**config.mk**
```make
export PLATFORM = sky130hd
export DESIGN_NAME = pktmmu_cmd_engine
export DESIGN_NICKNAME = d
export VERILOG_FILES = /design/src/rtl/pktmmu_pkg.sv /design/src/rtl/pkt_fifo.sv /design/src/rtl/pkt_pool.sv /design/src/rtl/pktmmu_cmd_engine.sv
export SDC_FILE = /design/constraint.sdc
export NUM_CORES = 1
export LEC_CHECK = 0
export ABC_AREA = 0
export BUFFER_PORTS_ARGS = -buffer_cell sky130_fd_sc_hd__buf_2
export CAP_MARGIN = 20
export CORE_MARGIN = 4
export CORE_UTILIZATION = 65
export CTS_BUF_LIST = sky130_fd_sc_hd__clkbuf_8 sky130_fd_sc_hd__clkbuf_16
export DETAILED_ROUTE_END_ITERATION = 8
export GPL_TIMING_DRIVEN = 0
export HOLD_SLACK_MARGIN = 0.12
export PLACE_DENSITY = 0.91
export SYNTH_ARGS = -nofsm -noshare
export SYNTH_HDL_FRONTEND = slang
export SYNTH_SLANG_ARGS = --single-unit
```
**constraint.sdc**
```tcl
create_clock -name clk -period 10.1 [get_ports clk]
set_input_delay 0.505 -clock clk [delete_from_list [all_inputs] [get_ports clk]]
set_output_delay 0.505 -clock clk [all_outputs]
set_load 0.02 [all_outputs]
```
**src/rtl/pktmmu_pkg.sv**
```systemverilog
package pktmmu_pkg;
  typedef enum logic [2:0] {
    CMD_NOP       = 3'd0,
    CMD_ALLOC     = 3'd1,
    CMD_RESET_MMU = 3'd2,
    CMD_DROP_DONE = 3'd3,
    CMD_FREE_DONE = 3'd4,
    CMD_FREE_PNR  = 3'd5,
    CMD_ENQUEUE   = 3'd6,
    CMD_FLUSH_TX  = 3'd7
  } mmu_cmd_e;
endpackage

```
**src/rtl/pkt_fifo.sv**
```systemverilog
module pkt_fifo #(
  parameter int W     = 3,
  parameter int DEPTH = 8
) (
  input  logic         clk,
  input  logic         rst_n,
  input  logic         flush,
  input  logic         push,
  input  logic [W-1:0] push_data,
  input  logic         pop,
  output logic [W-1:0] head,
  output logic         empty,
  output logic         full
);
  localparam int AW = (DEPTH > 1) ? $clog2(DEPTH) : 1;
  localparam int CW = AW + 1;

  logic [W-1:0]  mem [DEPTH];
  logic [AW-1:0] rd_ptr_q, rd_ptr_d, wr_ptr_q, wr_ptr_d;
  logic [CW-1:0] count_q, count_d;
  logic          do_push, do_pop;

  assign empty = (count_q == '0);
  assign full  = (count_q == CW'(DEPTH));
  assign head  = mem[rd_ptr_q];

  always_comb begin
    do_pop   = pop && !empty && !flush;
    do_push  = push && (!full || do_pop) && !flush;
    rd_ptr_d = rd_ptr_q;
    wr_ptr_d = wr_ptr_q;
    count_d  = count_q;
    if (flush) begin
      rd_ptr_d = '0;
      wr_ptr_d = '0;
      count_d  = '0;
    end else begin
      if (do_pop)  rd_ptr_d = (rd_ptr_q == AW'(DEPTH-1)) ? '0 : rd_ptr_q + 1'b1;
      if (do_push) wr_ptr_d = (wr_ptr_q == AW'(DEPTH-1)) ? '0 : wr_ptr_q + 1'b1;
      if (do_push && !do_pop) count_d = count_q + 1'b1;
      else if (do_pop && !do_push) count_d = count_q - 1'b1;
    end
  end

  always_ff @(posedge clk or negedge rst_n) begin
    if (!rst_n) begin
      rd_ptr_q <= '0;
      wr_ptr_q <= '0;
      count_q  <= '0;
    end else begin
      rd_ptr_q <= rd_ptr_d;
      wr_ptr_q <= wr_ptr_d;
      count_q  <= count_d;
    end
  end

  always_ff @(posedge clk) begin
    if (do_push) mem[wr_ptr_q] <= push_data;
  end

  // a flush leaves the queue empty on the next cycle
  p_flush_empties_r10: assert property (@(posedge clk) disable iff (!rst_n)
    flush |=> empty);
  // a push into a full queue without a pop is dropped
  p_no_overflow_r4: assert property (@(posedge clk) disable iff (!rst_n)
    (full && push && !pop && !flush) |=> (count_q == $past(count_q)));
endmodule

```
**src/rtl/pkt_pool.sv**
```systemverilog
module pkt_pool #(
  parameter int N  = 8,
  parameter int IW = 3
) (
  input  logic          clk,
  input  logic          rst_n,
  input  logic          clr_all,
  input  logic          alloc_req,
  input  logic          free_req,
  input  logic [IW-1:0] free_idx,
  output logic          alloc_ok,
  output logic [IW-1:0] alloc_idx,
  output logic [N-1:0]  used_map
);
  logic [N-1:0] map_q, map_d;

  assign used_map = map_q;

  always_comb begin
    alloc_ok  = 1'b0;
    alloc_idx = '0;
    for (int i = N-1; i >= 0; i--) begin
      if (!map_q[i]) begin
        alloc_ok  = 1'b1;
        alloc_idx = IW'(i);
      end
    end
  end

  always_comb begin
    map_d = map_q;
    if (clr_all) begin
      map_d = '0;
    end else begin
      if (alloc_req && alloc_ok) map_d[alloc_idx] = 1'b1;
      if (free_req)              map_d[free_idx]  = 1'b0;
    end
  end

  always_ff @(posedge clk or negedge rst_n) begin
    if (!rst_n) map_q <= '0;
    else        map_q <= map_d;
  end

  // a granted number is marked allocated
  p_alloc_marks_r2: assert property (@(posedge clk) disable iff (!rst_n)
    (alloc_req && alloc_ok && !clr_all) |=> map_q[$past(alloc_idx)]);
  // a completed release frees its number
  p_free_clears_r5: assert property (@(posedge clk) disable iff (!rst_n)
    (free_req && !clr_all) |=> !map_q[$past(free_idx)]);
endmodule

```
**src/rtl/pktmmu_cmd_engine.sv**
```systemverilog
module pktmmu_cmd_engine
  import pktmmu_pkg::*;
#(
  parameter int NUM_PKTS       = 8,
  parameter int FIFO_DEPTH     = 8,
  parameter int RELEASE_CYCLES = 4,
  localparam int PKT_W         = (NUM_PKTS > 1) ? $clog2(NUM_PKTS) : 1
) (
  input  logic             clk,
  input  logic             rst_n,
  input  logic             cmd_valid,
  input  logic [2:0]       cmd_code,
  input  logic             pnr_we,
  input  logic [PKT_W-1:0] pnr_wdata,
  output logic [PKT_W-1:0] pnr_q,
  output logic             busy,
  output logic             alloc_failed,
  output logic [PKT_W-1:0] alloc_result,
  output logic             rel_err,
  output logic [PKT_W-1:0] comp_head,
  output logic             comp_empty,
  input  logic             txq_pop,
  output logic [PKT_W-1:0] txq_head,
  output logic             txq_empty,
  input  logic             txc_push,
  input  logic [PKT_W-1:0] txc_pnum
);
  localparam int CNT_W = $clog2(RELEASE_CYCLES + 1);

  mmu_cmd_e         cmd;
  logic             is_alloc, is_rst, is_drop, is_free_done, is_free_pnr, is_enq, is_flush;
  logic             start4, start5, bad_rel, rel_done, comp_pop;
  logic             busy_q, busy_d, src_pnr_q, src_pnr_d, err_q, err_d, fail_q, fail_d;
  logic [CNT_W-1:0] cnt_q, cnt_d;
  logic [PKT_W-1:0] rel_idx_q, rel_idx_d, pnr_d, res_q, res_d;
  logic             alloc_ok, comp_full, txq_full;
  logic [PKT_W-1:0] alloc_idx;
  logic [NUM_PKTS-1:0] used_map;

  assign cmd = mmu_cmd_e'(cmd_code);

  always_comb begin
    is_alloc     = cmd_valid && (cmd == CMD_ALLOC);
    is_rst       = cmd_valid && (cmd == CMD_RESET_MMU);
    is_drop      = cmd_valid && (cmd == CMD_DROP_DONE);
    is_free_done = cmd_valid && (cmd == CMD_FREE_DONE);
    is_free_pnr  = cmd_valid && (cmd == CMD_FREE_PNR);
    is_enq       = cmd_valid && (cmd == CMD_ENQUEUE);
    is_flush     = cmd_valid && (cmd == CMD_FLUSH_TX);
    start5   = is_free_pnr && !busy_q && used_map[pnr_q];
    start4   = is_free_done && !busy_q && !comp_empty && used_map[comp_head];
    bad_rel  = !busy_q && ((is_free_pnr && !used_map[pnr_q]) ||
                           (is_free_done && (comp_empty || !used_map[comp_head])));
    rel_done = busy_q && (cnt_q == '0);
    comp_pop = is_drop || start4;
  end

  always_comb begin
    busy_d    = busy_q;
    cnt_d     = cnt_q;
    rel_idx_d = rel_idx_q;
    src_pnr_d = src_pnr_q;
    if (is_rst) begin
      busy_d = 1'b0;
    end else if (start4 || start5) begin
      busy_d    = 1'b1;
      cnt_d     = CNT_W'(RELEASE_CYCLES - 1);
      rel_idx_d = start5 ? pnr_q : comp_head;
      src_pnr_d = start5;
    end else if (rel_done) begin
      busy_d = 1'b0;
    end else if (busy_q) begin
      cnt_d = cnt_q - 1'b1;
    end

    pnr_d = pnr_q;
    if (is_rst) pnr_d = '0;
    else if (pnr_we && !(busy_q && src_pnr_q)) pnr_d = pnr_wdata;

    res_d  = res_q;
    fail_d = fail_q;
    if (is_alloc) begin
      fail_d = !alloc_ok;
      if (alloc_ok) res_d = alloc_idx;
    end

    err_d = err_q || bad_rel;
  end

  always_ff @(posedge clk or negedge rst_n) begin
    if (!rst_n) begin
      busy_q    <= 1'b0;
      cnt_q     <= '0;
      rel_idx_q <= '0;
      src_pnr_q <= 1'b0;
      pnr_q     <= '0;
      res_q     <= '0;
      fail_q    <= 1'b0;
      err_q     <= 1'b0;
    end else begin
      busy_q    <= busy_d;
      cnt_q     <= cnt_d;
      rel_idx_q <= rel_idx_d;
      src_pnr_q <= src_pnr_d;
      pnr_q     <= pnr_d;
      res_q     <= res_d;
      fail_q    <= fail_d;
      err_q     <= err_d;
    end
  end

  assign busy         = busy_q;
  assign alloc_failed = fail_q;
  assign alloc_result = res_q;
  assign rel_err      = err_q;

  pkt_pool #(.N(NUM_PKTS), .IW(PKT_W)) u_pool (
    .clk(clk), .rst_n(rst_n), .clr_all(is_rst), .alloc_req(is_alloc),
    .free_req(rel_done && !is_rst), .free_idx(rel_idx_q),
    .alloc_ok(alloc_ok), .alloc_idx(alloc_idx), .used_map(used_map));

  pkt_fifo #(.W(PKT_W), .DEPTH(FIFO_DEPTH)) u_txq (
    .clk(clk), .rst_n(rst_n), .flush(is_flush || is_rst), .push(is_enq),
    .push_data(pnr_q), .pop(txq_pop), .head(txq_head), .empty(txq_empty),
    .full(txq_full));

  pkt_fifo #(.W(PKT_W), .DEPTH(FIFO_DEPTH)) u_compq (
    .clk(clk), .rst_n(rst_n), .flush(is_flush || is_rst), .push(txc_push),
    .push_data(txc_pnum), .pop(comp_pop), .head(comp_head), .empty(comp_empty),
    .full(comp_full));

  // busy only rises after a release command write
  p_busy_from_release_r5: assert property (@(posedge clk) disable iff (!rst_n)
    $rose(busy) |-> ($past(cmd_valid) &&
      ($past(cmd_code) == 3'd4 || $past(cmd_code) == 3'd5)));
  // a release during busy does not reload the window
  p_busy_ignores_release_r6: assert property (@(posedge clk) disable iff (!rst_n)
    (busy_q && cnt_q != '0 && cmd_valid && (cmd_code == 3'd4 || cmd_code == 3'd5))
      |=> (busy_q && cnt_q == $past(cnt_q) - 1'b1));
  // PNR held while a command-5 release runs
  p_pnr_hold_r12: assert property (@(posedge clk) disable iff (!rst_n)
    (busy_q && src_pnr_q && !is_rst) |=> $stable(pnr_q));
  // failed allocation keeps the previous result
  p_fail_keeps_result_r3: assert property (@(posedge clk) disable iff (!rst_n)
    (is_alloc && !alloc_ok) |=> (alloc_failed && $stable(alloc_result)));
  // the release error flag is sticky
  p_err_sticky_r7: assert property (@(posedge clk) disable iff (!rst_n)
    rel_err |=> rel_err);
  // flushing the queues leaves the pool alone
  p_flush_keeps_pool_r10: assert property (@(posedge clk) disable iff (!rst_n)
    (is_flush && !rel_done) |=> (used_map == $past(used_map)));
endmodule

```
* Word level (Yosys, flattened, before mapping)
Memory sizes are Yosys's and may differ from the RTL's.
Index checks and enable logic that the tools add are counted.
Widths: inputs -> output; s select.
** Word-level totals
- Bits in registers :: 44
- Memory bits (writable) :: 48
- Output and inout port bits :: 17
- Logic and storage cells :: 181
- Memories :: 2
** Memories
- u_compq.mem :: words 8, width 3, rd ports 1, clocked after memory_dff 0, write ports 1, line pkt_fifo.sv:18 : logic [W-1:0] mem [DEPTH];
- u_txq.mem :: words 8, width 3, rd ports 1, clocked after memory_dff 0, write ports 1, line pkt_fifo.sv:18
** Cells by class
- Add/sub/neg operators :: 9
- Order comparisons :: 6
- Equality and inequality tests :: 14
- Muxes and demuxes :: 59
- Bitwise gates (word level) :: 4
- Reduce and logical (&&, ||, !) cells :: 72
** Operator list (number)
- $mux 3 :: 26
- $logic_and 1x1->1 :: 34
- $mux 8 :: 4
- $eq 3x3->1 const B :: 8
- $mux 4 :: 6
- $mux 1 :: 19
- $lt 3x4->1 const B :: 4
- $logic_not 1->1 :: 15
- $add 3x1->3 const B :: 4
- $reduce_bool 2->1 :: 6
- $reduce_bool 3->1 :: 3
- $add 4x1->4 const B :: 2
- $and 8x8->8 :: 1
- $eq 4x4->1 const B :: 2
- $logic_not 4->1 :: 2
- $logic_or 1x1->1 :: 8
- $not 8->8 :: 1
- $or 8x8->8 :: 1
- $sub 4x1->4 const B :: 2
- $bmux 1 s3 :: 2
- $demux 1 s3 :: 2
- $eq 3x2->1 const B :: 2
- $ge 3x1->1 const B :: 2
- $reduce_and 2->1 :: 2
- other kinds (6) :: 6

* Longest topological paths before layout
- Depth after elaboration :: 18
- Depth in mapped cells :: 16

* Cells and area by module
From an unflattened synthesis, not the netlist that was laid out.
** Unflattened totals
- Cells, all modules :: 372
- Area, all modules :: 4621.9 µm²
** Modules (own cells, without submodules)
- pkt_fifo at u_txq :: times used 1, cells each 111, area each 1590.3 µm², seq. area each 970.9 µm²
- pkt_fifo at u_compq :: times used 1, cells each 110, area each 1586.5 µm², seq. area each 970.9 µm²
- pktmmu_cmd_engine :: times used 1, cells each 99, area each 1001.0 µm², seq. area each 400.4 µm²
- pkt_pool :: times used 1, cells each 52, area each 444.2 µm², seq. area each 200.2 µm²

* Worst setup path after synthesis
OpenSTA, ideal clock, no wires.
- Path type :: register -> register
- Start point :: register u_compq.rd_ptr_q[0]
- End point :: register u_compq.count_q[3]
- Setup time :: 0.078 ns
- Arrival time :: 3.767 ns
- Required time :: 10.022 ns
- Setup slack :: 6.255 ns
- Stages on the path, launching flop included :: 17
- Path through :: dfrtp_1 > buf_6 > mux4_2 > mux2_2 > nor2b_1 > a22o_1 > o31ai_4 > and2_1 > inv_2 > ha_1 > inv_1 > ha_1 > a21o_1 > a21oi_1 > xnor2_1 > or3_1 > a21oi_1
** Between the ends
- Word-level cells in the longest chain between the ends :: 13
- Elaborated cells between the ends (all ways) :: 17
- Those cells by class :: mux: 4; reduce/logical: 12; memory: 1
** Ends and longest elaborated chain
- start, declared :: line pkt_fifo.sv:19 : logic [AW-1:0] rd_ptr_q, rd_ptr_d, wr_ptr_q, wr_ptr_d;
- start signal, assigned :: line pkt_fifo.sv:51 : rd_ptr_q <= rd_ptr_d;
- $mem_v2 8x3 *
- named net comp_head[1] :: line pktmmu_cmd_engine.sv:20 : output logic [PKT_W-1:0] comp_head,
- $bmux 1 s3 * :: line pktmmu_cmd_engine.sv:51 : start4 = is_free_done && !busy_q && !comp_empty && used_map[comp_head];
- $mux 1 (implied by the code) * :: line pktmmu_cmd_engine.sv:51
- $logic_and 1x1->1 * :: line pktmmu_cmd_engine.sv:51
- $logic_or 1x1->1 * :: line pktmmu_cmd_engine.sv:55 : comp_pop = is_drop || start4;
- $logic_and 1x1->1 * (2 in series) :: line pkt_fifo.sv:28 : do_pop = pop && !empty && !flush;
- $logic_or 1x1->1 :: line pkt_fifo.sv:29 : do_push = push && (!full || do_pop) && !flush;
- $logic_and 1x1->1 (2 in series) :: line pkt_fifo.sv:29
- $logic_and 1x1->1 / $logic_not 1->1 (equally long branches) :: line pkt_fifo.sv:40, pkt_fifo.sv:41
- $mux 4 / $logic_and 1x1->1 (equally long branches) :: line pkt_fifo.sv:40, pkt_fifo.sv:41
- $mux 4 / $reduce_bool 3->1 (equally long branches)
- end signal, assigned :: line pkt_fifo.sv:53 : count_q <= count_d;
- end, declared :: line pkt_fifo.sv:20 : logic [CW-1:0] count_q, count_d;
Mark *: on every way through the listed nets, which the timed path passes. The rest lies on a longest branch. The select of a mux whose other input is x is not followed.
A chain may end at the register's enable or synchronous reset.

* Worst setup path after layout
- Start point :: register u_compq.rd_ptr_q[0]
- End point :: register u_compq.count_q[3]
** Between the ends
- Word-level cells in the longest chain between the ends :: 13
- Elaborated cells between the ends (all ways) :: 17
- Those cells by class :: mux: 4; reduce/logical: 12; memory: 1
** Ends and longest elaborated chain (line)
- $mem_v2 8x3 *
- $bmux 1 s3 * :: pktmmu_cmd_engine.sv:51
- $mux 1 (implied by the code) * :: pktmmu_cmd_engine.sv:51
- $logic_and 1x1->1 * :: pktmmu_cmd_engine.sv:51
- $logic_or 1x1->1 * :: pktmmu_cmd_engine.sv:55
- $logic_and 1x1->1 * (2 in series) :: pkt_fifo.sv:28
- $logic_or 1x1->1 :: pkt_fifo.sv:29
- $logic_and 1x1->1 (2 in series) :: pkt_fifo.sv:29
- $logic_and 1x1->1 / $logic_not 1->1 (equally long branches) :: pkt_fifo.sv:40, pkt_fifo.sv:41
- $mux 4 / $logic_and 1x1->1 (equally long branches) :: pkt_fifo.sv:40, pkt_fifo.sv:41
- $mux 4 / $reduce_bool 3->1 (equally long branches)
Mark *: on every way between the ends. The rest lies on a longest branch, timed or not. The select of a mux whose other input is x is not followed.

==> flow_summary.ini <==
[clocking]
cts_buffers = 9
cts_resized = 0
postCtsSetupRepairBufs = 0
hold_buffers = 0
cts_buffer_depth = 2
cts_max_level = 3
cts_tree = built
cts_root_buf = clkbuf_8
clock_latency_ns = 0.36
cts.clk_slew.worst_paths_ns = 0.10
numClockSinks = 92

[sta]
rsz0062_at_grt = no
fin_setup_tns_ns = 0
post-route-period-util_pct = 41.71
worstMarginPinSlew_ns = 0.9807
fin_worst_skew_ns = 0.008900
setup_slack_ns = 5.888
holdWs_ns = 0.2976
finalSetupViolCount = 0
post-route-min-period_ns = 4.212
slew_violations = 0
finalHoldViolations = 0
fmax_mhz = 237.4
slew_headroom_pct = 34.62

[synthesis]
synth_top_family_by_area = simple AND/OR/NAND/NOR gates
ys_ff_latch = 92
synth-seq-area-share_pct = 56.07
ys_warn_count = 0
synth_simple_gate_area_share_pct = 12.94
synthTopCellsByCount = 48 x edfxtp_1, 44 x dfrtp_1, 28 x nor2_1
synthMuxAreaShare_pct = 11.95
ys.flop_type = edfxtp_1
async_reset_ff_share_pct = 47.83
syn-instance-count = 360
synth_edf_count = 48
synth_most_common_cell = edfxtp_1
synth_compound_area_share_pct = 9.492
synth_cell_type_count = 57
synth.largest_area_cell = edfxtp_1
yosysTopAreaCellShare_pct = 31.79
synth_area_leaders = edfxtp_1 32%, dfrtp_1 24%, mux4_2 6.5%
synth_nets = 393
avgSynthCellArea_sq_um = 12.60
synth-xor-area-share_pct = 1.352
synth_fa_ha_area_share_pct = 5.298
synth_area_sq_um = 4534

[place]
hpwl_um = 6407
portBuffers = 30
placedCellCount = 486
dpl_cell_area_sq_um = 4805
pre_cts_slack_ns = 5.960
gp_congestion = 0.8562

[route]
wl_per_cell_um = 17.85
dr_wl_met3_um = 415
drt-initial-drc-count = 205
met2_length_um = 4617
routed_via_density = 6.086
drt_wl_total_um = 8963
wirelength_met1_um = 3687
drt_pass1_iterations = 5
drc = 0
dr_total_vias = 3055
dr.max_layer_used = met4
ant_nets = 0

[global_route]
grt_first_pass_wirelength_um = 15240
grt_overflow_total = 0
grt_usage_pct = 23.46
grt_pass1_vias = 3110
antenna_found_initial = 0
grt_max_degree = 45

[die]
die_area_sq_um = 8376
fp.dieW_um = 91.52
initial_core_util_pct = 66.74
rows = 30
io_pins = 32
die_h_um = 91.52
core-area_sq_um = 6794

[layout]
final_area_sq_um = 5010
multi_input_area_sq_um = 1861
fin_nets = 434
register_area_sq_um = 2542
drive_gt1_share_pct = 18.47
synthToLayoutAreaGrowth_pct = 10.49
final_util_pct = 73.74
antenna_cells = 0
fillers = 430
final_cells = 502

[power]
pwr_density_cell_nw_per_um2 = 253.5
power.total_mw = 1.270
p_leak_nw = 1.996
ir_drop_v = 0.0001840

[critical_path]
crit_path_start = u_compq.rd_ptr_q[0]
r2r_start = u_compq.rd_ptr_q[0]
start_kind = flop
r2r_cells = 16
worstPathArrival_ns = 4.50
required_ns = 10.39
cp_max_fo = 10
endpoint_kind = flop
worstSetupPathType = reg -> reg

[worst_hold_path]
min_path_type = in -> async

[run_status]
status = finished, final reports clean

[flow_run]
drv_cap = 0
flip-flops by register name (all words and copies together), names as in the netlist, 3 cells and up:
name / count
alloc_result: 3
cnt_q: 3
pnr_q: 3
rel_idx_q: 3
u_compq.count_q: 4
u_compq.mem: 24
u_compq.rd_ptr_q: 3
u_compq.wr_ptr_q: 3
u_pool.used_map: 8
u_txq.count_q: 4
u_txq.mem: 24
u_txq.rd_ptr_q: 3
u_txq.wr_ptr_q: 3
cells in the final DEF, fill, tap and decap left out, drive strengths merged, types with 3 or more instances in the layout:
master	count
nor2	28
dfrtp	44
nand4	5
xor2	3
a22o	3
ha	16
xnor2	4
nor2b	4
inv	24
o21ai	11
edfxtp	48
nand2b	5
mux2	7
nor4b	3
buf	34
clkbuf	16
a31oi	6
nor3b	4
nand3	11
clkinvlp	3
mux4	13
a21oi	18
nand3b	3
mux2i	17
nor3	14
nand2	22
a311oi	3
where the power goes:
part           total (mW)  internal (mW)  leakage [nW]  switching (mW)
Clock               0.255          0.118        0.0944           0.138
Sequential          0.534          0.466         0.993          0.0674
Combinational       0.481          0.212         0.908           0.269
worst max-delay path: stages (launching register included):
cell and delay [ns]:
dfrtp_1 0.38, buf_6 0.18, mux4_2 0.55, mux2_2 0.35, nor2b_1 0.17, a22o_1 0.27, o31ai_4 0.41, and2_1 0.32
inv_2 0.05, ha_1 0.24, inv_1 0.09, ha_1 0.23, a21o_1 0.17, a21oi_1 0.18, xnor2_1 0.09, or3_1 0.32
a21oi_1 0.15
layer usage:
layer / global-route usage [%] / vias to the layer above
met5: 0 / -
met4: 10.30 / 0
met3: 3.563 / 24
met2: 39.38 / 96
met1: 30.25 / 1494
li1: - / 1441
layout make-up:
class	instances	share of cell area (%)
Sequential cell	92	50.75
Multi-Input combinational cell	235	37.14
Timing Repair Buffer	30	2.997
Clock buffer	9	2.473
Tap cell	96	2.398
Inverter	22	1.648
Clock inverter	7	1.623
Buffer	11	0.9740
kinds of logic after synthesis:
group	count (synthesis)
AOI/OAI and AO/OA	62
xor gates and xnor gates	7
adders and majority gates	18
buffers and inverters	33
DFF	92
muxes	37
and+or+nand+nor	111
path summary, 6_finish.rpt:
check	to	slack (ns)
setup / recovery	u_compq.count_q[3]	5.89
hold / removal	u_txq.wr_ptr_q[0]	0.30
setup reg to reg	u_compq.count_q[3]	5.89
hold reg to reg	alloc_result[0]	0.50
max in group asynchronous	u_txq.rd_ptr_q[0]	9.20
min in group clk	pnr_q[1]	0.38
Note: power is estimated with default switching activity, not from simulation.
